<file path="config.mk">
export PLATFORM = sky130hd
export DESIGN_NAME = hb_gate_seq
export DESIGN_NICKNAME = d
export VERILOG_FILES = /design/src/rtl/hb_gate_pkg.sv /design/src/rtl/hb_half_leg.sv /design/src/rtl/hb_bridge_ctl.sv /design/src/rtl/hb_gate_seq.sv
export SDC_FILE = /design/constraint.sdc
export NUM_CORES = 1
export LEC_CHECK = 0
export ABC_AREA = 1
export BUFFER_PORTS_ARGS = -buffer_cell sky130_fd_sc_hd__buf_2
export CAP_MARGIN = 20
export CORE_ASPECT_RATIO = 0.6
export CORE_MARGIN = 2
export CORE_UTILIZATION = 61
export DETAILED_ROUTE_END_ITERATION = 10
export GPL_TIMING_DRIVEN = 0
export PLACE_DENSITY = 0.91
export REMOVE_ABC_BUFFERS = 1
export SYNTH_ARGS = -nofsm -noshare
export SYNTH_HDL_FRONTEND = slang
export SYNTH_SLANG_ARGS = --single-unit
</file>
<file path="constraint.sdc">
create_clock -name clk -period 2.75 [get_ports clk]
set_input_delay 0.1375 -clock clk [delete_from_list [all_inputs] [get_ports clk]]
set_output_delay 0.1375 -clock clk [all_outputs]
set_load 0.02 [all_outputs]
</file>
<file path="src/rtl/hb_gate_pkg.sv">
package hb_gate_pkg;

    localparam int SW_PER_BRIDGE = 4;
    localparam int CMD_W         = 3;

    typedef enum logic [2:0] {
        CMD_OFF  = 3'b000,
        CMD_FWD  = 3'b001,
        CMD_REV  = 3'b010,
        CMD_SLOW = 3'b011,
        CMD_FAST = 3'b100
    } bridge_cmd_e;

    typedef enum logic [1:0] {
        SIDE_NONE = 2'd0,
        SIDE_HI   = 2'd1,
        SIDE_LO   = 2'd2
    } side_e;

    // Switch order: [0] hi leg A, [1] lo leg A, [2] hi leg B, [3] lo leg B
    function automatic logic [SW_PER_BRIDGE-1:0] cmd_pattern(
        input logic [CMD_W-1:0] cmd,
        input logic             last_was_rev
    );
        logic [SW_PER_BRIDGE-1:0] pat;
        case (cmd)
            CMD_FWD:  pat = 4'b1001;
            CMD_REV:  pat = 4'b0110;
            CMD_SLOW: pat = 4'b1010;
            CMD_FAST: pat = last_was_rev ? 4'b1001 : 4'b0110;
            default:  pat = 4'b0000;
        endcase
        return pat;
    endfunction

endpackage

</file>
<file path="src/rtl/hb_half_leg.sv">
module hb_half_leg
    import hb_gate_pkg::*;
#(
    parameter int DT_W = 4
) (
    input  logic            clk,
    input  logic            rst_n,
    input  logic            req_hi,
    input  logic            req_lo,
    input  logic            kill,
    input  logic [DT_W-1:0] dead_cycles,
    output logic            gate_hi,
    output logic            gate_lo
);

    typedef struct packed {
        logic            hi;
        logic            lo;
        logic [DT_W-1:0] idle;
        side_e           last;
    } leg_st_t;

    leg_st_t st_d, st_q;

    logic [DT_W-1:0] dt_eff;
    logic            gap_done;
    logic            hi_ok;
    logic            lo_ok;

    always_comb begin
        dt_eff   = (dead_cycles == '0) ? DT_W'(1) : dead_cycles;
        gap_done = (st_q.idle >= (dt_eff - DT_W'(1)));
        hi_ok    = !st_q.lo && ((st_q.last != SIDE_LO) || gap_done);
        lo_ok    = !st_q.hi && ((st_q.last != SIDE_HI) || gap_done);

        st_d    = st_q;
        st_d.hi = !kill && req_hi && (st_q.hi || hi_ok);
        st_d.lo = !kill && req_lo && !req_hi && (st_q.lo || lo_ok);

        if (st_q.hi) begin
            st_d.last = SIDE_HI;
        end else if (st_q.lo) begin
            st_d.last = SIDE_LO;
        end

        if (st_q.hi || st_q.lo) begin
            st_d.idle = '0;
        end else if (st_q.idle != '1) begin
            st_d.idle = st_q.idle + DT_W'(1);
        end
    end

    always_ff @(posedge clk or negedge rst_n) begin
        if (!rst_n) begin
            st_q <= '{hi: 1'b0, lo: 1'b0, idle: '0, last: SIDE_NONE};
        end else begin
            st_q <= st_d;
        end
    end

    assign gate_hi = st_q.hi;
    assign gate_lo = st_q.lo;

    p_leg_exclusive_r3: assert property (@(posedge clk) disable iff (!rst_n)
        !(gate_hi && gate_lo))
        else $error("leg shoot-through");

    p_hi_gap_r4: assert property (@(posedge clk) disable iff (!rst_n)
        ($rose(gate_hi) && ($past(dead_cycles) > DT_W'(1))) |-> !$past(gate_lo, 2))
        else $error("high-side rose without dead time");

    p_lo_gap_r4: assert property (@(posedge clk) disable iff (!rst_n)
        ($rose(gate_lo) && ($past(dead_cycles) > DT_W'(1))) |-> !$past(gate_hi, 2))
        else $error("low-side rose without dead time");

    p_kill_off_r1: assert property (@(posedge clk) disable iff (!rst_n)
        kill |=> (!gate_hi && !gate_lo))
        else $error("gate on after kill");

    p_release_r9: assert property (@(posedge clk) disable iff (!rst_n)
        !req_hi |=> !gate_hi)
        else $error("high-side held without request");

endmodule

</file>
<file path="src/rtl/hb_bridge_ctl.sv">
module hb_bridge_ctl
    import hb_gate_pkg::*;
#(
    parameter int DT_W = 4
) (
    input  logic                     clk,
    input  logic                     rst_n,
    input  logic                     enable,
    input  logic [DT_W-1:0]          dead_cycles,
    input  logic [CMD_W-1:0]         cmd,
    input  logic [SW_PER_BRIDGE-1:0] desat,
    input  logic [SW_PER_BRIDGE-1:0] rev_cur,
    output logic [SW_PER_BRIDGE-1:0] gate,
    output logic                     fault
);

    localparam int LEGS = SW_PER_BRIDGE / 2;

    typedef struct packed {
        logic fault;
        logic dir_rev;
    } br_st_t;

    br_st_t st_d, st_q;

    logic [SW_PER_BRIDGE-1:0] base_req;
    logic [SW_PER_BRIDGE-1:0] sw_req;
    logic                     trip;
    logic                     kill;

    always_comb begin
        st_d     = st_q;
        trip     = |(desat & gate);
        st_d.fault = enable && (st_q.fault || trip);

        if (enable && (cmd == CMD_FWD)) begin
            st_d.dir_rev = 1'b0;
        end else if (enable && (cmd == CMD_REV)) begin
            st_d.dir_rev = 1'b1;
        end

        base_req = cmd_pattern(cmd, st_q.dir_rev);
        for (int i = 0; i < SW_PER_BRIDGE; i++) begin
            sw_req[i] = base_req[i] |
                        (rev_cur[i] & ~base_req[i ^ 1] & ~rev_cur[i ^ 1]);
        end

        kill = !enable || st_d.fault;
    end

    always_ff @(posedge clk or negedge rst_n) begin
        if (!rst_n) begin
            st_q <= '{fault: 1'b0, dir_rev: 1'b0};
        end else begin
            st_q <= st_d;
        end
    end

    assign fault = st_q.fault;

    for (genvar h = 0; h < LEGS; h++) begin : g_leg
        hb_half_leg #(.DT_W(DT_W)) i_leg (
            .clk         (clk),
            .rst_n       (rst_n),
            .req_hi      (sw_req[2*h]),
            .req_lo      (sw_req[2*h+1]),
            .kill        (kill),
            .dead_cycles (dead_cycles),
            .gate_hi     (gate[2*h]),
            .gate_lo     (gate[2*h+1])
        );
    end

    p_desat_trip_r6: assert property (@(posedge clk) disable iff (!rst_n)
        (enable && |(desat & gate)) |=> (fault && (gate == '0)))
        else $error("desaturation did not shut the bridge");

    p_fault_blank_r6: assert property (@(posedge clk) disable iff (!rst_n)
        fault |-> (gate == '0))
        else $error("gate on while faulted");

    p_fault_hold_r7: assert property (@(posedge clk) disable iff (!rst_n)
        (fault && enable) |=> fault)
        else $error("fault dropped while enabled");

    p_fault_clear_r7: assert property (@(posedge clk) disable iff (!rst_n)
        !enable |=> !fault)
        else $error("fault not cleared by disable");

endmodule

</file>
<file path="src/rtl/hb_gate_seq.sv">
module hb_gate_seq
    import hb_gate_pkg::*;
#(
    parameter int NUM_BRIDGES = 2,
    parameter int DT_W        = 4
) (
    input  logic                               clk,
    input  logic                               rst_n,
    input  logic                               drive_en,
    input  logic [DT_W-1:0]                    dead_cycles,
    input  logic [NUM_BRIDGES*CMD_W-1:0]       bridge_cmd,
    input  logic [NUM_BRIDGES*SW_PER_BRIDGE-1:0] desat_flag,
    input  logic [NUM_BRIDGES*SW_PER_BRIDGE-1:0] rev_flag,
    output logic [NUM_BRIDGES*SW_PER_BRIDGE-1:0] gate_on,
    output logic [NUM_BRIDGES-1:0]             bridge_fault
);

    localparam int SW_TOTAL = NUM_BRIDGES * SW_PER_BRIDGE;

    for (genvar b = 0; b < NUM_BRIDGES; b++) begin : g_bridge
        hb_bridge_ctl #(.DT_W(DT_W)) i_bridge (
            .clk         (clk),
            .rst_n       (rst_n),
            .enable      (drive_en),
            .dead_cycles (dead_cycles),
            .cmd         (bridge_cmd[b*CMD_W +: CMD_W]),
            .desat       (desat_flag[b*SW_PER_BRIDGE +: SW_PER_BRIDGE]),
            .rev_cur     (rev_flag[b*SW_PER_BRIDGE +: SW_PER_BRIDGE]),
            .gate        (gate_on[b*SW_PER_BRIDGE +: SW_PER_BRIDGE]),
            .fault       (bridge_fault[b])
        );
    end

    p_off_when_disabled_r1: assert property (@(posedge clk) disable iff (!rst_n)
        !drive_en |=> (gate_on == SW_TOTAL'(0)))
        else $error("gates on while disabled");

endmodule

</file>
# ---- Yosys cells after proc, flatten, opt, wreduce, memory -nomap -nowiden
# Cells that the tools add are included.
dict set report classes {
  n_addsub 5
  order_cmp 4
  eq_ne 20
  muxes 25
  bitwise_logic 42
  reduce_logical 86
}
# cell count
set ops {}
lappend ops {{$mux 4} 11}
lappend ops {{$logic_and 1x1->1} 34}
lappend ops {{$pmux 4 s4} 2}
lappend ops {{$logic_or 1x1->1} 24}
lappend ops {{$reduce_bool 2->1} 10}
lappend ops {{$add 4x1->4 const B} 4}
lappend ops {{$and 1x1->1} 16}
lappend ops {{$ge 4x4->1} 4}
lappend ops {{$mux 2} 8}
lappend ops {{$ne 4x4->1 const B} 4}
lappend ops {{$not 1->1} 16}
lappend ops {{$logic_not 1->1} 15}
lappend ops {{$eq 3x2->1 const B} 4}
lappend ops {{$and 4x4->4} 2}
lappend ops {{$ne 2x1->1 const B} 4}
lappend ops {{$ne 2x2->1 const B} 4}
lappend ops {{$or 1x1->1} 8}
lappend ops {{$reduce_or 4->1} 2}
lappend ops {{$eq 3x1->1 const B} 2}
lappend ops {{$eq 3x3->1 const B} 2}
lappend ops {{$logic_not 4->1} 1}
lappend ops {{$mux 1} 4}
lappend ops {{$sub 4x1->4 const B} 1}
dict set report word_totals {
  reg_bits 36
  inputBits 29
  out_inout_bits 10
  word_cells 202
}

# ---- Depth between registers and ports, before layout
dict set report depth {
  ltp_word 9
  mapped_depth 13
  ltp_nobuf 13
}

# ---- Hierarchy
# A second synthesis with hierarchy kept.
dict set report unflattened {
  hier_cells 366
  area_unflattened_um2 2482.4
}
# mod n_inst cells_each area_each_um2 seq_area_each_um2
set by_module_without_submodules {}
lappend by_module_without_submodules {hb_half_leg 4 66 488.0 200.2}
lappend by_module_without_submodules {hb_bridge_ctl 2 51 265.3 50.0}

# ---- Worst setup path before layout
# Ideal clock, no wire load.
dict set report synth_timing {
  path_type {input -> register}
  start {input port dead_cycles[3]}
  end {register g_bridge[0].i_bridge.g_leg[1].i_leg.st_q (netlist bit g_bridge[0].i_bridge.g_leg[1].i_leg.gate_lo)}
  setup_ns 0.118
  t_arrival_ns 1.486
  required_ns 2.632
  slack_ns 1.146
  stages 12
  path_buffers 0
  path_cell_list {inv_1 -> a21oi_1 -> ha_1 -> ha_1 -> nand2_1 -> nand2_1 -> nand2_1 -> nand2_1 -> nand2_1 -> nand3_1 -> nand2_1 -> a21oi_2}
}
# item line
set synth_rtl {}
lappend synth_rtl {{start, declared} hb_gate_seq.sv:10} ;# input logic [DT_W-1:0] dead_cycles,
lappend synth_rtl {{end signal, assigned} hb_half_leg.sv:55} ;# st_q <= '{hi: 1'b0, lo: 1'b0, idle: '0, last: SIDE_NONE};
lappend synth_rtl {{end signal, assigned} hb_half_leg.sv:57} ;# st_q <= st_d;
lappend synth_rtl {{end, declared} hb_half_leg.sv:23} ;# leg_st_t st_d, st_q;

==> run metrics <==
outcome complete, no violations; Starting Density 0.640; cell row count 17; Multi-input gate area between 1000 and 1500 µm²; dpl cell area between 2000 and 3000 µm²; Worst Path Arrival 1.97 ns; Req. time, crit path between 2 and 3 ns; post-synthesis sequential area ratio 0.380; most common library cells after synthesis 66 x inv_1, 63 x nand2_1, 36 x dfrtp_1; CP max stage cell xnor2_1; vias in the first global route 1944; final hold violations 0; Post-synth EDFFs 0; synth top area cells dfrtp_1 38%, inv_1 10%, nand2_1 10%; register area between 900 and 1000 µm²; YS warnings 0; Clock Latency Late Sink between 0.2 and 0.3 ns; first-pass GRT wire length between 8000 and 9000 µm; clk_skew slightly below 0.009 ns; DR vias ~2.1k; GRT Util Overall 0.252; vias per cell ~5.4; CTS tree built; Filler cells a little over 300; Worst setup SP type input port; ANT cells 0; total die area ~4400 µm²; FFs w/ async S/R, synth 1.00; Worst path top cell family by delay adder cells; 1st-iter DRT viols around 120; Nets ~400; library cells used by synthesis 21; DR WL/cell about 13 µm; PwrDens about 870 nW/µm²; initial antenna violation count 0; Hold WC Path Type in2reg; period utilisation layout 0.653; #FFs+latches synth 36; clock buffer count from CTS 5; GPL Wtd Cong about 0.83; H-tree depth 2; Detail Route Antenna Nets 0; Worst Path Max Fanout 5; die span in x approximately 84 µm; register clock-pin slew on the reported worst setup and hold paths approximately 0.08 ns; largest net degree at the start of global routing 37; max_cap viols 0; kind of critical path in2reg; Main synth FF type dfrtp_1; Tmin final roughly 1.8 ns; Detailed Routing Iterations Pass 1 4; P&R area growth vs syn 11.7%; measured slew at the worst slew-check pin 0.798 ns; IO buf count 38; post-cts resize count 0; max_slew headroom 0.468; design area ~2600 µm²; # DRC 0; worst path bufs/invs 1; count leader, synth inv_1; CORE AREA approximately 3700 µm²; layout cells sized above 1 0.179; post-DP HPWL a little under 4000 µm; Total Routed Length 5100 µm; leakage power 1.50 nW; area leader, netlist dfrtp_1; I/O Pins 39; final setup fails 0; CP max stage delay between 0.4 and 0.5 ns; global route overflow 0; Final Max Slew Viols 0; CTS root buf clkbuf_8; setup TNS 0 ns; syn_area_per_cell about 7.5 µm²; Synth Cell Area approximately 2400 µm²; maximum clock path buffer count 2; chip height 52.3 µm; Highest Clock Rate about 560 MHz; worst hold slack roughly 0.12 ns; share of the synthesized area in the top cell type 0.380; RSZ-0062 raised after global routing no; Peak VDD IR approximately 0.00052 V; Mapped Cells between 300 and 400; clock sink total 36; crit path cell chain buf_2, nor2_2, a21oi_1, ha_1, xnor2_1, ha_1, nand2_1, nand2_1, nand2_1, nand3_1, nand2_1, a21oi_2; Setup crit end kind flop; critical path's most frequent cell nand2_1
==> metrics by stage <==
step	power, mW	instances	setup slack [ns]	util
after global placement	1.83	390	0.754	0.687
after floorplan	1.64	305	1.14	-
final	2.31	399	0.954	0.715
after global routing	2.54	399	0.811	0.715
after detailed placement	1.91	390	0.673	0.687
after CTS	2.31	399	0.929	0.715
==> area by class of cell <==
class,count,area share
Tap cell,47,0.0222
Clock buffer,6,0.0312
Inverter,68,0.0965
Multi-Input combinational cell,201,0.430
Sequential cell,36,0.341
Clock inverter,2,0.00378
Timing Repair Buffer,39,0.0757
==> cell usage in the layout, fill, tap and decap left out, drive strengths merged <==
cell type    netlist  layout
inv               68      68
nand2             63      63
clkbuf             0       6
a31oi              1       1
nor3               2       2
xnor2              1       1
clkinv             0       2
buf               10      38
nand4              5       5
o21ai             28      28
a21oi             23      23
nor2              19      19
ha                17      17
o31ai              4       4
nor4               2       2
nand3             36      36
dlygate4sd3        0       1
dfrtp             36      36
==> registers in the layout (all words and copies together), names as in the netlist <==
name and count:
g_bridge.i_bridge.fault 2, g_bridge.i_bridge.g_leg.i_leg.gate_hi 4, g_bridge.i_bridge.g_leg.i_leg.gate_lo 4, g_bridge.i_bridge.g_leg.i_leg.st_q 24, g_bridge.i_bridge.st_q 2
==> worst reg2reg max path: stages (launching register included) <==
cell and delay [ns]:
dfrtp_1 0.39, inv_1 0.08, ha_1 0.29, inv_1 0.05
nand2_1 0.04, nand2_1 0.05, nand2_1 0.05, nand2_1 0.05
nand2_1 0.05, nand2_1 0.08, nand3_1 0.09, nand2_1 0.09
a21oi_2 0.05
==> metal layers <==
| layer | part of all wire | track usage | vias up |
|---|---|---|---|
| met2 | 0.49 | 0.466 | 53 |
| met1 | 0.44 | 0.308 | 993 |
| met4 | 0.0047 | 0.0397 | 0 |
| met5 | 0 | 0 | - |
| li1 | - | - | 1089 |
| met3 | 0.058 | 0.0661 | 4 |
==> final timing paths <==
check,slack (ns),cells past startpoint,startpoint,endpoint
max,0.95,12,dead_cycles[1],g_bridge[0].i_bridge.g_leg[0].i_leg.gate_hi
min,0.12,4,rev_flag[6],g_bridge[1].i_bridge.g_leg[1].i_leg.gate_lo
max reg2reg,1.29,12,g_bridge[1].i_bridge.g_leg[0].i_leg.st_q[2],g_bridge[1].i_bridge.g_leg[0].i_leg.gate_hi
min reg2reg,0.51,1,g_bridge[0].i_bridge.g_leg[0].i_leg.gate_hi,g_bridge[0].i_bridge.g_leg[0].i_leg.st_q[1]
max in group asynchronous,1.77,2,rst_n,g_bridge[0].i_bridge.g_leg[0].i_leg.gate_hi
min in group asynchronous,0.46,2,rst_n,g_bridge[1].i_bridge.g_leg[1].i_leg.st_q[2]
==> power by group <==
| part | internal (mW) | switching, mW |
|---|---|---|
| combinational | 0.385 | 0.608 |
| sequential | 0.734 | 0.183 |
| clock | 0.200 | 0.196 |
| total | 1.32 | 0.988 |
==> kinds of logic (layout without fill, tap and decap cells) <==
family,count (synthesis),in the layout,synth area share
flops,36,36,0.380
buf+inv,78,115,0.139
simple gates,127,127,0.249
xor+xnor,1,1,0.00370
fa+ha+maj,17,17,0.0898
compound gates,56,56,0.137
==> repair_timing <==
item	in CTS	in global routing
buffers inserted	0	0
hold buffers	1	0
hold endpoints to repair	36	0
No activity file was read; power rests on OpenSTA's default activity.
